`src/rtl/adc_ctrl_regs.sv`:
```
module adc_ctrl_regs #(
  parameter int RES_W      = 10,
  parameter int CONV_TICKS = 13,
  parameter logic [7:0] CTRL_ADDR = 8'h06,
  parameter logic [7:0] HIGH_ADDR = 8'h05,
  parameter logic [7:0] LOW_ADDR  = 8'h04
) (
  input  logic             clk,
  input  logic             rst_n,
  input  logic [7:0]       bus_addr,
  input  logic [7:0]       bus_wdata,
  input  logic             bus_wr,
  input  logic             bus_rd,
  output logic [7:0]       bus_rdata,
  input  logic             gie,
  input  logic             irq_ack,
  input  logic [RES_W-1:0] sample_in,
  output logic             irq
);
  localparam int STEP_W = $clog2(CONV_TICKS);
  localparam int PRE_W  = 7;
  localparam logic [STEP_W-1:0] LAST_STEP = STEP_W'(CONV_TICKS - 1);

  logic en, busy, freerun, flag, ie, lock;
  logic [2:0]        psel;
  logic [PRE_W-1:0]  pcnt, pdiv_m1;
  logic [STEP_W-1:0] step;
  logic [RES_W-1:0]  result;
  logic [15:0]       res_ext;

  wire wr_ctrl   = bus_wr && bus_addr == CTRL_ADDR;
  wire rd_low    = bus_rd && bus_addr == LOW_ADDR;
  wire rd_high   = bus_rd && bus_addr == HIGH_ADDR;
  wire abort     = wr_ctrl && !bus_wdata[7];
  wire start_req = wr_ctrl && bus_wdata[7] && bus_wdata[6] && !busy;

  assign pdiv_m1 = (psel == 3'd0) ? PRE_W'(1) : PRE_W'((8'd1 << psel) - 8'd1);
  wire tick = en && pcnt >= pdiv_m1;
  wire done = busy && tick && step == LAST_STEP;

  always_ff @(posedge clk) begin
    if (!rst_n) pcnt <= '0;
    else if (!en || tick) pcnt <= '0;
    else pcnt <= pcnt + 1'b1;
  end

  always_ff @(posedge clk) begin
    if (!rst_n) begin
      en <= 1'b0; freerun <= 1'b0; ie <= 1'b0; psel <= 3'd0;
    end else if (wr_ctrl) begin
      en <= bus_wdata[7]; freerun <= bus_wdata[5];
      ie <= bus_wdata[3]; psel <= bus_wdata[2:0];
    end
  end

  always_ff @(posedge clk) begin
    if (!rst_n) begin
      busy <= 1'b0; step <= '0;
    end else begin
      if (abort) busy <= 1'b0;
      else if (start_req) busy <= 1'b1;
      else if (done && !freerun) busy <= 1'b0;
      if (abort || start_req || done) step <= '0;
      else if (busy && tick) step <= step + 1'b1;
    end
  end

  always_ff @(posedge clk) begin
    if (!rst_n) begin
      flag <= 1'b0; result <= '0; lock <= 1'b0;
    end else begin
      if (done && !lock) begin
        flag   <= 1'b1;
        result <= sample_in;
      end else if (irq_ack || (wr_ctrl && bus_wdata[4])) begin
        flag <= 1'b0;
      end
      if (rd_high) lock <= 1'b0;
      else if (rd_low) lock <= 1'b1;
    end
  end

  assign res_ext = 16'(result);
  assign irq = flag && ie && gie;

  always_comb begin
    case (bus_addr)
      CTRL_ADDR: bus_rdata = {en, busy, freerun, flag, ie, psel};
      HIGH_ADDR: bus_rdata = res_ext[15:8];
      LOW_ADDR:  bus_rdata = res_ext[7:0];
      default:   bus_rdata = 8'h00;
    endcase
  end

  // the flag only rises right after a conversion ended
  a_r5_flag_needs_done: assert property (@(posedge clk) disable iff (!rst_n)
    $rose(flag) |-> $past(busy && tick));

  // while locked the result holds
  a_r10_lock_freezes_result: assert property (@(posedge clk) disable iff (!rst_n)
    lock |=> $stable(result));

  // abort leaves the engine idle
  a_r11_abort_clears: assert property (@(posedge clk) disable iff (!rst_n)
    abort |=> !busy && step == '0);

  // step counter stays inside one conversion
  a_r3_step_in_range: assert property (@(posedge clk) disable iff (!rst_n)
    step <= LAST_STEP);

  // acknowledge without a simultaneous completion clears the flag
  a_r7_ack_clears: assert property (@(posedge clk) disable iff (!rst_n)
    irq_ack && !done |=> !flag);
endmodule

```
`config.mk`:
```
export PLATFORM = sky130hd
export DESIGN_NAME = adc_ctrl_regs
export DESIGN_NICKNAME = d
export VERILOG_FILES = /design/src/rtl/adc_ctrl_regs.sv
export SDC_FILE = /design/constraint.sdc
export NUM_CORES = 1
export LEC_CHECK = 0
export ABC_CLOCK_PERIOD_IN_PS = 3700
export BUFFER_PORTS_ARGS = -buffer_cell sky130_fd_sc_hd__buf_2
export CORE_MARGIN = 5
export CORE_UTILIZATION = 30
export DETAILED_ROUTE_END_ITERATION = 16
export GPL_ROUTABILITY_DRIVEN = 0
export SLEW_MARGIN = 20
export SYNTH_ARGS = -nofsm -noshare
export SYNTH_HDL_FRONTEND = slang
export SYNTH_SLANG_ARGS = --single-unit
```
`constraint.sdc`:
```
create_clock -name clk -period 3.7 [get_ports clk]
set_input_delay 0 -clock clk [delete_from_list [all_inputs] [get_ports clk]]
set_output_delay 0 -clock clk [all_outputs]
set_load 0.05 [all_outputs]
```
==> metrics.md <==
| Metric | Value |
|---|---|
| Crit path arrival time | `approximately 2600 ps` |
| Warnings from Yosys | `0` |
| Clock Path Buffers | `2` |
| Largest net degree at the start of global routing | `34` |
| CTS clock-pin slew for the worst setup and hold paths | `70 ps` |
| Initial Utilization | `30.86%` |
| Avg Cell Area, Syn | `slightly above 8 sq um` |
| CTS root buf | `clkbuf_8` |
| Total wire length | `3.987 mm` |
| Met1 WL | `1.947 mm` |
| Final hold violation count | `0` |
| Vias per cell | `4.658` |
| Grt ovf | `0` |
| Final core utilization | `between 30% and 40%` |
| Kind of critical path | `reg2reg` |
| Leakage power | `0.0008621 uW` |
| Vias | `1537` |
| CP Data Required Time | `3910 ps` |
| Max Freq | `420.5 MHz` |
| Post-Syn Instances | `204` |
| Post-Syn Area | `1689 sq um` |
| Final ANT Viol Nets | `0` |
| Num CTS Buffers | `5` |
| Crit end category | `flip-flop` |
| Sequential area share after synthesis | `35.56%` |
| Largest stage delay on the critical path | `~600 ps` |
| Clk sinks | `30` |
| Min-delay worst type | `in2reg` |
| HPWL Detailed | `2.979 mm` |
| TritonCTS clock tree | `done` |
| Area contributors post-synth | `dfxtp_1 (36%), mux2i_1 (12%), nand2_1 (8.4%), ha_1 (6.7%), nor2_1 (4.9%)` |
| RSZ-0062 raised after global routing | `no` |
| Nets | `298` |
| WL met3 | `164 um` |
| Reg area | `600.6 sq um` |
| Commonest cells post-synth | `nand2_1 (38), dfxtp_1 (30), nor2_1 (22), mux2i_1 (20), a21oi_1 (12)` |
| Final setup viols | `0` |
| 1st-iter DRT viols | `62` |
| Fin crit period | `2378 ps` |
| Yosys top cell by area | `dfxtp_1` |
| Layout area overhead | `28.67%` |
| Setup Skew | `5.961 ps` |
| Number of fill cells | `roughly 570` |
| First-pass GRT wire length | `6.913 mm` |
| Family with the most delay on the worst path | `simple AND/OR/NAND/NOR gates` |
| Highest Signal Layer | `met4` |
| Initial antenna violation count | `0` |
| Vias in the first global route | `1512` |
| Crit Path Max Fanout | `11` |
| Cts repair resizes | `0` |
| Distinct cells, synth | `39` |
| Setup TNS | `0 ps` |
| Chip height | `~85 um` |
| Rel. slew slack | `between 50% and 60%` |
| Drt drc | `0` |
| Setup Fix Bufs, Post-CTS | `0` |
| Outcome | `finished clean` |
| Max-cap violation count | `0` |
| Io pins | `41` |
| Drt first pass iters | `4` |
| Critical Path Source Type | `flip-flop` |
| Drt wl/cell | `12.08 um` |
| FFs w/ async S/R, synth | `0%` |
| Top_reg_cell synth | `dfxtp_1` |
| Fin crit share | `64.27%` |
| Dpl cell area | `1928 sq um` |
| Pins over their slew limit | `0` |
| Area of the multi-input gates | `1011 sq um` |
| Reg2reg setup slack | `about 1300 ps` |
| Final instance area | `roughly 2200 sq um` |
| Post-synth top area share | `35.56%` |
| EDFF count, synth | `0` |
| Clock latency on the worst-skew pair | `280 ps` |
| Cell with the most instances after synthesis | `nand2_1` |
| Die area | `7231 sq um` |
| Peak supply drop | `between 0.2 and 0.25 mV` |
| Syn Nets | `245` |
| Site Rows | `27` |
| Worst hold margin | `42.12 ps` |
| Yosys reg bits | `30` |
| Diode count | `0` |
| Cells along the critical path | `nand3_1 -> ha_1 -> nand4_2 -> or4_4 -> a21oi_4 -> mux2i_1` |
| Chip width | `roughly 85 um` |
| Core area | `between 5000 and 6000 sq um` |
| Port Buf Inserts | `40` |
| Slowest cell on crit path | `or4_4` |
| Layout cells sized above 1 | `20.93%` |
| Worst-Margin Slew | `about 620 ps` |
| Met2 Routed Length | `approximately 1.9 mm` |
| CTS H-tree lvls | `2` |
| Worst Path Buf+Inv | `0` |
| Gr usage total | `11.61%` |
| Cell Pwr Density | `298.1 nW/um^2` |
## report_power, final
part           internal (uW)  leakage, uW  switching (uW)  total (uW)
registers                323     0.000241           0.136         323
logic                   27.9     0.000573            20.1        48.0
clock network            149    0.0000472             127         277
## layout make-up
class / instances / area share, %
tap: 72 / 4.145
clock buffer: 6 / 3.800
multi-input combinational: 158 / 46.52
inverter: 7 / 1.209
clock inverter: 2 / 0.5757
timing repair buffer: 55 / 16.12
sequential: 30 / 27.63
## worst min-delay path, cell delays in order
cell and delay, ps:
buf_2 70, a21oi_1 50, o21a_1 150
## flip-flops by register name, summed over array words and instances (netlist names)
| name | flops |
|---|---|
| psel | 3 |
| lock | 1 |
| result | 10 |
| freerun | 1 |
| step | 4 |
| ie | 1 |
| busy | 1 |
| flag | 1 |
| pcnt | 7 |
| en | 1 |
## worst paths after layout
check | depth (start not counted) | start | endpoint
setup reg to reg | 6 | psel[2]$_SDFFE_PN0P_ | result[1]$_SDFFE_PN0P_
hold reg to reg | 2 | result[0]$_SDFFE_PN0P_ | result[0]$_SDFFE_PN0P_
hold / removal | 3 | bus_wdata[4] | flag$_SDFFE_PN0P_
setup / recovery | 6 | psel[2]$_SDFFE_PN0P_ | result[1]$_SDFFE_PN0P_
## what timing repair did
item / in CTS / in global routing
endpoints found under the hold margin: 15 / 0
setup endpoints to repair: 0 / 0
hold buffers: 15 / 0
## logic make-up (layout without fill, tap and decap cells)
kind of cell | count (synthesis) | count (layout) | share of synthesized area, %
AO/OA/AOI/OAI | 33 | 33 | 13.11
XOR/XNOR | 5 | 5 | 2.593
adder cells (fa/ha/maj) | 9 | 9 | 6.667
buffers and inverters | 16 | 70 | 4.593
flip-flops | 30 | 30 | 35.56
multiplexers | 20 | 20 | 11.85
AND/OR/NAND/NOR | 91 | 91 | 25.63
## layer usage
metal  up-vias  GRT usage, %
met5         -             0
met4         0         3.453
met3         4         2.427
met2        34         19.00
met1       689         15.29
li1        810             -
## through the flow
stage                     power, uW  worst slack, ps  instances
final                         647.8             1322        330
after global routing          672.4             1112        330
after CTS                     654.2             1291        330
after detailed placement      366.4             1316        307
after global placement        366.6             1348        307
after floorplan               345.6             1484        204
## cell usage in the layout, fill, tap and decap left out, drive strengths merged, types with 5 or more instances in the layout
cell type    Yosys  routed
buf              2      40
nand2           38      38
dfxtp           30      30
nor2            22      22
mux2i           20      20
dlygate4sd3      0      15
a21oi           13      13
nand3            9       9
ha               9       9
inv              7       7
clkbuf           7       6
o21ai            5       5
and3             5       5
a21boi           5       5
(Power assumes the default switching activity.)
